==> config.mk <==
export PLATFORM = sky130hd
export DESIGN_NAME = station_table_loader
export DESIGN_NICKNAME = d
export VERILOG_FILES = /design/src/rtl/loader_pkg.sv /design/src/rtl/loader_ctrl.sv /design/src/rtl/loader_datapath.sv /design/src/rtl/station_table_loader.sv
export SDC_FILE = /design/constraint.sdc
export NUM_CORES = 1
export LEC_CHECK = 0
export BUFFER_PORTS_ARGS = -buffer_cell sky130_fd_sc_hd__buf_2
export CAP_MARGIN = 10
export CORE_ASPECT_RATIO = 2
export CORE_MARGIN = 8
export CORE_UTILIZATION = 62
export DETAILED_ROUTE_END_ITERATION = 16
export HOLD_SLACK_MARGIN = 0.15
export PLACE_DENSITY = 0.77
export SLEW_MARGIN = 30
export SYNTH_ARGS = -nofsm -noshare
export SYNTH_HDL_FRONTEND = slang
export SYNTH_SLANG_ARGS = --single-unit
==> constraint.sdc <==
create_clock -name clk -period 6.1 [get_ports clk]
set_input_delay 1.22 -clock clk [delete_from_list [all_inputs] [get_ports clk]]
set_output_delay 1.22 -clock clk [all_outputs]
set_load 0.05 [all_outputs]
==> src/rtl/loader_pkg.sv <==
package loader_pkg;
  typedef enum logic [2:0] {
    S_IDLE, S_CHECK, S_REQ, S_WAIT, S_WRITE, S_MREQ, S_MWAIT, S_DONE
  } loadState_t;

  typedef struct packed {
    logic       start;
    logic       req;
    logic       capture;
    logic       writeEntry;
    logic       storeMask;
    logic [1:0] fieldSel;
  } ctrlStrobes_t;
endpackage

==> src/rtl/loader_ctrl.sv <==
module loader_ctrl
  import loader_pkg::*;
(
  input  logic         clk,
  input  logic         rstN,
  input  logic         startReq,
  input  logic         memRespValid,
  input  logic         countZero,
  output ctrlStrobes_t strb,
  output logic         memReq,
  output logic         busy,
  output logic         donePulse
);
  loadState_t state, stateNext;
  logic [1:0] fieldIdx;

  always_comb begin
    stateNext = state;
    strb = '0;
    strb.fieldSel = fieldIdx;
    case (state)
      S_IDLE: if (startReq) begin
        strb.start = 1'b1;
        stateNext = S_CHECK;
      end
      S_CHECK: stateNext = countZero ? S_MREQ : S_REQ;
      S_REQ: begin
        strb.req = 1'b1;
        stateNext = S_WAIT;
      end
      S_WAIT: if (memRespValid) begin
        strb.capture = 1'b1;
        stateNext = (fieldIdx == 2'd3) ? S_WRITE : S_REQ;
      end
      S_WRITE: begin
        strb.writeEntry = 1'b1;
        stateNext = S_CHECK;
      end
      S_MREQ: begin
        strb.req = 1'b1;
        strb.fieldSel = 2'd0;
        stateNext = S_MWAIT;
      end
      S_MWAIT: if (memRespValid) begin
        strb.storeMask = 1'b1;
        stateNext = S_DONE;
      end
      S_DONE: stateNext = S_IDLE;
      default: stateNext = S_IDLE;
    endcase
  end

  always_ff @(posedge clk) begin
    if (!rstN) begin
      state <= S_IDLE;
      fieldIdx <= 2'd0;
    end else begin
      state <= stateNext;
      if (strb.start) fieldIdx <= 2'd0;
      else if (strb.capture) fieldIdx <= fieldIdx + 2'd1;
    end
  end

  assign memReq = strb.req;
  assign busy = (state != S_IDLE);
  assign donePulse = (state == S_DONE);

  assert_done_single_R8: assert property (@(posedge clk) disable iff (!rstN)
    donePulse |=> (!donePulse && !busy));

  assert_one_outstanding_R10: assert property (@(posedge clk) disable iff (!rstN)
    memReq |=> !memReq);
endmodule

==> src/rtl/loader_datapath.sv <==
module loader_datapath
  import loader_pkg::*;
#(
  parameter int AddrW = 16,
  parameter int CountW = 8,
  parameter int NumEntries = 16,
  localparam int IdxW = $clog2(NumEntries),
  localparam int StationW = 48
) (
  input  logic                clk,
  input  logic                rstN,
  input  ctrlStrobes_t        strb,
  input  logic [AddrW-1:0]    descPtr,
  input  logic [CountW-1:0]   entryCount,
  input  logic                wideSlots,
  input  logic                bigOrder,
  input  logic [15:0]         memRespData,
  input  logic [IdxW-1:0]     lookupIdx,
  output logic [AddrW-1:0]    memAddr,
  output logic                countZero,
  output logic [StationW-1:0] lookupAddr,
  output logic [15:0]         enableMask
);
  logic [AddrW-1:0]  basePtr;
  logic [CountW-1:0] remaining;
  logic              wideR, bigR;
  logic [15:0]       idxReg, word1, word2, word3;
  logic [15:0]       fieldVal;
  logic [15:0]       maskReg;
  logic [StationW-1:0] tableArr [NumEntries];

  // Slot offset and byte order, fixed for the whole load
  assign memAddr = basePtr + (AddrW'(strb.fieldSel) << wideR) + AddrW'(wideR & bigR);
  assign fieldVal = bigR ? {memRespData[7:0], memRespData[15:8]} : memRespData;
  assign countZero = (remaining == '0);

  always_ff @(posedge clk) begin
    if (!rstN) begin
      basePtr <= '0;
      remaining <= '0;
      wideR <= 1'b0;
      bigR <= 1'b0;
    end else if (strb.start) begin
      basePtr <= descPtr;
      remaining <= entryCount;
      wideR <= wideSlots;
      bigR <= bigOrder;
    end else if (strb.writeEntry) begin
      basePtr <= basePtr + (wideR ? AddrW'(8) : AddrW'(4));
      remaining <= remaining - CountW'(1);
    end
  end

  always_ff @(posedge clk) begin
    if (!rstN) begin
      idxReg <= '0;
      word1 <= '0;
      word2 <= '0;
      word3 <= '0;
    end else if (strb.capture) begin
      case (strb.fieldSel)
        2'd0: idxReg <= fieldVal;
        2'd1: word1 <= fieldVal;
        2'd2: word2 <= fieldVal;
        default: word3 <= fieldVal;
      endcase
    end
  end

  always_ff @(posedge clk) begin
    if (!rstN) maskReg <= '0;
    else if (strb.storeMask) maskReg <= fieldVal;
  end
  assign enableMask = maskReg;

  for (genvar g = 0; g < NumEntries; g++) begin : gSlot
    logic hit;
    assign hit = (idxReg == 16'(g));
    always_ff @(posedge clk) begin
      if (!rstN) tableArr[g] <= '0;
      else if (strb.writeEntry && hit) tableArr[g] <= {word3, word2, word1};
    end

    assert_bad_index_ignored_R7: assert property (@(posedge clk) disable iff (!rstN)
      (strb.writeEntry && (idxReg >= 16'(NumEntries))) |=> $stable(tableArr[g]));
  end

  assign lookupAddr = tableArr[lookupIdx];

  assert_mask_only_on_read_R6: assert property (@(posedge clk) disable iff (!rstN)
    !strb.storeMask |=> $stable(maskReg));

  assert_count_held_R9: assert property (@(posedge clk) disable iff (!rstN)
    (!strb.start && !strb.writeEntry) |=> $stable(remaining));

  assert_mode_held_R11: assert property (@(posedge clk) disable iff (!rstN)
    !strb.start |=> ($stable(wideR) && $stable(bigR)));
endmodule

==> src/rtl/station_table_loader.sv <==
module station_table_loader
  import loader_pkg::*;
#(
  parameter int AddrW = 16,
  parameter int CountW = 8,
  parameter int NumEntries = 16,
  localparam int IdxW = $clog2(NumEntries)
) (
  input  logic              clk,
  input  logic              rstN,
  input  logic              startReq,
  input  logic [AddrW-1:0]  descPtr,
  input  logic [CountW-1:0] entryCount,
  input  logic              wideSlots,
  input  logic              bigOrder,
  output logic              memReq,
  output logic [AddrW-1:0]  memAddr,
  input  logic              memRespValid,
  input  logic [15:0]       memRespData,
  input  logic [IdxW-1:0]   lookupIdx,
  output logic [47:0]       lookupAddr,
  output logic [15:0]       enableMask,
  output logic              busy,
  output logic              donePulse
);
  ctrlStrobes_t strb;
  logic countZero;

  loader_ctrl uCtrl (
    .clk(clk), .rstN(rstN), .startReq(startReq), .memRespValid(memRespValid),
    .countZero(countZero), .strb(strb), .memReq(memReq), .busy(busy),
    .donePulse(donePulse)
  );

  loader_datapath #(.AddrW(AddrW), .CountW(CountW), .NumEntries(NumEntries)) uData (
    .clk(clk), .rstN(rstN), .strb(strb), .descPtr(descPtr), .entryCount(entryCount),
    .wideSlots(wideSlots), .bigOrder(bigOrder), .memRespData(memRespData),
    .lookupIdx(lookupIdx), .memAddr(memAddr), .countZero(countZero),
    .lookupAddr(lookupAddr), .enableMask(enableMask)
  );
endmodule

### After elaboration in Yosys (flattened, before gate mapping)

Memories as Yosys holds them, arrays and structs flattened.
Cells that the tools add are included.

* bits in registers: 111
* bits in writable memories: 768
* bits of input ports: 50
* output and inout port bits: 83
* logic and storage cells: 180
* memories kept: 1

Memories
* uData.tableArr: depth 16, bits a word 48, read ports 1, clocked after memory_dff 0, write ports 16, RTL line loader_datapath.sv:30 `logic [StationW-1:0] tableArr [NumEntries];`

* $add $sub $neg: 5
* equal/unequal tests: 28
* shift-type cells: 1
* muxes and demuxes: 85
* bitwise logic cells: 19
* reductions and logical operators: 30

Operators with widths (count)
* $mux W48: 16
* $eq A16 B4 Y1 const B: 8
* $eq A16 B3 Y1 const B: 4
* $mux W1: 56
* $add A16 B16 Y16: 3
* $mux W16: 3
* $eq A16 B2 Y1 const B: 2
* $pmux W3 S8: 1
* $eq A16 B1 Y1 const B: 1
* $logic_and A1 B1 Y1: 16
* $logic_not A16 Y1: 1
* $mux W8: 2
* $or A1 B1 Y1: 16
* $shl A2 B1 Y16: 1
* $mux W3: 5
* $eq A3 B3 Y1 const B: 4
* $logic_not A8 Y1: 1
* $reduce_and A2 Y1: 4
* $sub A8 B1 Y8 const B: 1
* $eq A3 B2 Y1 const B: 2
* $ne A2 B2 Y1 const B: 3
* $eq A2 B2 Y1 const B: 2
* $mux W4: 1
* $reduce_or A2 Y1: 2
* 12 further kinds: 13

### Depth between registers and ports, before layout

* depth after elaboration: 7
* depth in mapped cells: 13

### Modules after synthesis

Synthesis repeated with hierarchy kept, for this count alone.

* cells, all modules: 2727
* area total of the unflattened synthesis: 38304.2 um^2

Modules (own cells, without submodules)
* loader_datapath: times used 1, cells each 2681, area an instance 37922.6 um^2, sequential area each 25184.2 um^2
* loader_ctrl: times used 1, cells each 46, area an instance 381.6 um^2, sequential area each 100.1 um^2

### Worst setup path before layout

Ideal clock, no wire load.

* kind: reg2reg
* start point: register uData.idxReg[11]
* end point: memory uData.tableArr[15][0], enable pin
* arrival: 4.815 ns
* data required time: 5.580 ns
* setup slack: 0.765 ns
* stages on the path, launching flop included: 5
* path buffers: 0
* clock period less this slack: 5.335 ns
* path through: dfxtp_1 > nor4_2 > nand4_4 > or2_2 > o21ai_0

RTL lines
* start: declaration: RTL line loader_datapath.sv:27 `logic [15:0] idxReg, word1, word2, word3;`
* start signal: assignment: RTL line loader_datapath.sv:62 `2'd0: idxReg <= fieldVal;`
* end: declaration: RTL line loader_datapath.sv:30

### Worst setup path in the final report

* start point: register uCtrl.state[1]
* end point: output memAddr[14]

* word-level cells in the longest chain between the ends: 5

Ends and longest elaborated chain
* start: declaration: RTL line loader_ctrl.sv:14 `loadState_t state, stateNext;`
* start signal: assignment: RTL line loader_ctrl.sv:58 `state <= stateNext;`
* $eq A3 B3 Y1: RTL line loader_ctrl.sv:21 `case (state)`
* $mux W2: RTL line loader_ctrl.sv:21
* $shl A2 B1 Y16: RTL line loader_datapath.sv:33 `assign memAddr = basePtr + (AddrW'(strb.fieldSel) << wideR) + AddrW'(wideR & bigR);`
* $add A16 B16 Y16 (2 in series): RTL line loader_datapath.sv:33
* end: declaration: RTL line station_table_loader.sv:17 `output logic [AddrW-1:0] memAddr,`

No other way between the ends.

==> results.md <==
Run status:
- The run finished with clean final reports.

STA:
- The number of max-slew violations in the final report is 0.
- Timing would allow up to between 150 and 200 MHz.
- The clock period could shrink to ~5.2 ns.
- Setup repair after global routing left no endpoint under its margin.
- Setup violations remaining at the end of the flow were counted as 0.
- The max-slew headroom at the worst pin is a little under a fifth.
- The hold violation count in the final report is 0.
- For the final database, setup skew stands at about 0.038 ns.
- Across all setup checks in the final design, the least slack found is a little under 0.9 ns.
- The slew at the pin closest to its max-slew limit is 1.182 ns.
- Setup total negative slack on the finished layout was measured at 0 ns.
- In the finished design, the share of the clock period the worst path needs comes to about 86%.

Layout:
- The number of inserted filler cells in the final layout is a little over 4,000.
- The register cell area after layout is approximately 25,000 µm².
- The area growth from synthesis to layout is 11.16%.
- The post-route core utilization is 69.39%.
- The area occupied by multi-input gates is between 10,000 and 15,000 µm².
- Of the cells placed in the final design, the portion with a size suffix greater than 1 is between 20 and 25%.
- The number of nets in the final layout is ~2,800.

Setup path:
- Data on the critical path is required at its endpoint by a little under 5 ns.
- Along the worst path, the maximum fanout reaches 18.
- The signal arrival time at the worst endpoint is roughly 4 ns.
- STA classifies the critical path endpoint as an output pin.
- The kind of critical path is reg -> out.
- STA classifies the critical path startpoint as a flip-flop.

Synthesis:
- The simple-gate area share of the yosys netlist is between 10% and 20%.
- Multiplexer cells account for 11.35% of the synthesized area.
- For this run, the leading register cell type out of synthesis is edfxtp_1.
- In this run the mean area of a mapped cell was 14.79 µm².
- Yosys attributes the largest share of cell area to edfxtp_1 58%, and2_1 12%, mux4_2 11%.
- After synthesis, the largest family of logic cells by area is simple AND/OR/NAND/NOR gates.
- Summing every instance area after synthesis gives approximately 40,000 µm².
- The cell count after synthesis is ~2,700.
- During synthesis, Yosys emitted a total of 0 warnings.
- After synthesis, the share of flip-flops with an asynchronous set or reset is 0%.
- Ranked by instance count, the synthesized netlist is headed by 771 x and2_1, 768 x edfxtp_1, 192 x mux4_2.
- Of the total synthesized cell area, the portion taken by XOR and XNOR cells is 0.5309%.
- Counting flops with a built-in enable in the synthesized netlist gives around 770.
- The portion of synthesized cell area occupied by the leading cell type is about three fifths.
- The most common cell in the synthesized netlist is and2_1.
- The number of different library cells used by synthesis comes to 60.
- The number of nets in the synthesized netlist is ~2,700.
- The synthesized design spends more area on one cell type than any other, namely edfxtp_1.
- The synthesized netlist devotes 0.3539% of its cell area to adder and majority cells.
- The sequential share of the synthesized area is a little under two thirds.
- After synthesis the netlist holds a flip-flop and latch count of ~880.
- Summing the areas of all compound-gate instances in the mapped netlist gives 5.100% of the synthesized area.

Die:
- The initialized floorplan defines roughly 130 standard-cell rows.
- From bottom edge to top edge, the die measures ~370 µm.
- The floorplan step defined a die boundary enclosing between 70,000 and 80,000 µm².
- The die boundary width is ~190 µm.
- The core area is approximately 63,000 µm².
- In this run the count of I/O pins placed on the die edge is 133.
- The initial core utilization is a little over three fifths.

Global routing:
- Entering global routing, the biggest net connects between 70 and 80 pins.
- The first global-routing pass estimated roughly 150,000 µm of wire.
- The via count of the first global-routing pass was around 24,000.
- Global routing consumed, over all layers together, between 20 and 30% of the routing resources.
- The number of antenna violations at the first check in global routing is 4.
- The total overflow left after global routing is 0.

Detailed routing:
- The mean number of vias per cell is between 6 and 7.
- Summing over every cut layer, the via total after detailed routing is 23,480.
- In the final routed layout, each cell accounts on average for between 20 and 30 µm.
- The initial DRC count is 2,851.
- The count of TritonRoute iterations in the first routing pass is 6.
- Summed over all layers, the routed wires come to roughly 100,000 µm.
- The remaining number of nets flagged by the antenna check after routing is 0.
- The remaining design rule violation count is 0.

Clock tree:
- Gates resized during post-CTS repair numbered 0.
- TritonCTS built the clock tree.
- CTS saw just under 900 sinks.
- The insertion delay to the later sink of the worst-skew pair is between 0.6 and 0.7 ns.
- The post-CTS setup buffer count is 0.
- The number of hold buffers added after cts is 0.
- The tree is rooted in a clkbuf_16.
- In this run the deepest clock path goes through 3 buffers.
- The H-tree depth reported by CTS is 3.
- The clock-pin transition on the worst setup and hold timing paths is around 0.07 ns.
- Clock tree synthesis inserted a total of 74 buffers.

Placement:
- OpenSTA, run right after detailed placement, puts the worst setup slack at between 1 and 1.5 ns.
- Routability-driven placement finished with a final weighted congestion of 0.8079.
- The half-perimeter wire length after detailed placement is between 60,000 and 70,000 µm.
- The count of buffers added on input and output ports is 132.

Power:
- For this design the static power due to leakage is approximately 17 nW.
- Across the VDD grid, the largest voltage drop is roughly 300 µV.
- The overall power of the completed layout is ~13 mW.
- The total power divided by cell area is 302.8 nW/µm².

Min path:
- The class of the worst hold path is reg -> reg.

Flow run:
- The count of maximum capacitance violations is 0.
[worst paths after layout]
kind / startpoint / endpoint / slack [ns] / depth (start not counted)
worst max-delay path: uCtrl.state[1] / memAddr[14] / 0.87 / 12
worst min-delay path: uData.remaining[5] / uData.remaining[5] / 0.48 / 1
worst max register to register: uCtrl.state[2] / uData.tableArr[11][1] / 2.26 / 5
worst min register to register: uData.remaining[5] / uData.remaining[5] / 0.48 / 1
[layout make-up]
| class | instances | share of cell area (%) |
|---|---|---|
| multi-input cells | 1543 | 30.48 |
| clock inverters | 34 | 1.046 |
| repair buffers | 222 | 3.829 |
| diodes | 2 | 0.01137 |
| flip-flops and latches | 879 | 57.44 |
| clock buffers | 101 | 4.793 |
| well taps | 798 | 2.268 |
| inverters | 15 | 0.1279 |
[critical path: stages (launching register included)]
cell	delay, ns
dfxtp_1	0.73
nor2b_1	0.18
nand2_1	0.14
inv_1	0.07
o31ai_1	0.21
ha_1	0.25
inv_1	0.08
fa_1	0.44
nor2b_1	0.17
o2111ai_1	0.23
nor4_1	0.43
xor2_1	0.19
buf_2	0.28
[kinds of logic after synthesis]
group / Yosys count
adders and majority gates: 10
buffers and inverters: 256
DFF: 879
muxes: 209
xor gates and xnor gates: 24
and+or+nand+nor: 1040
AOI/OAI and AO/OA: 260
[routing by layer]
metal  global-route usage, %  routed length (µm)  vias up
met5                       0                   0        -
met4                   12.06                4305        0
met3                   5.824               10140      288
met2                   49.13               53150     1380
met1                   35.34               36850    11860
li1                        -                   -     9953
[metrics by stage]
stage,instance area [µm²],hold WS [ns],std cells
finish,44010,0.4819,3594
global route,44010,0.5095,3592
CTS,43950,0.4689,3590
detailed placement,41380,0.4611,3455
global placement,41120,0.4470,3445
floorplan,39600,0.4273,2678
[power by group]
group | switching, mW | internal, mW
Clock | 2.19 | 2.91
Sequential | 0.139 | 6.75
Combinational | 0.921 | 0.433
[registers in the layout, summed over array words and instances, names as in the netlist]
name and flops:
uCtrl.fieldIdx 2, uData.basePtr 16, uData.wideR 1, uData.enableMask 16, uData.word2 16, uData.word3 16, uData.tableArr 768, uData.word1 16
uData.remaining 8, uCtrl.state 3, uData.idxReg 16, uData.bigR 1
[cells in the final DEF, fill, tap and decap left out, types with 4 or more instances in the layout]
| cell type | instances |
|---|---|
| and2_1 | 770 |
| edfxtp_1 | 768 |
| mux4_2 | 192 |
| nand2_1 | 155 |
| buf_2 | 129 |
| dfxtp_1 | 111 |
| a22oi_1 | 97 |
| o211a_1 | 80 |
| clkbuf_16 | 79 |
| buf_4 | 70 |
| o21ai_0 | 23 |
| nor2_1 | 18 |
| a21oi_1 | 18 |
| clkbuf_1 | 17 |
| o21ai_4 | 16 |
| inv_1 | 15 |
| xnor2_1 | 15 |
| nor3_4 | 14 |
| nor3_1 | 13 |
| mux2i_1 | 13 |
| bufinv_16 | 11 |
| buf_16 | 10 |
| nor2b_1 | 9 |
| xor2_1 | 9 |
| nor4_1 | 9 |
| a21boi_0 | 9 |
| clkinv_2 | 9 |
| buf_12 | 9 |
| ha_1 | 8 |
| nor2_4 | 7 |
| clkinv_1 | 7 |
| nand4_1 | 6 |
| clkbuf_8 | 6 |
| or3_1 | 5 |
| nand3_1 | 5 |
| mux2i_2 | 4 |
| clkinvlp_4 | 4 |
Note: power is estimated with default switching activity, not from simulation.
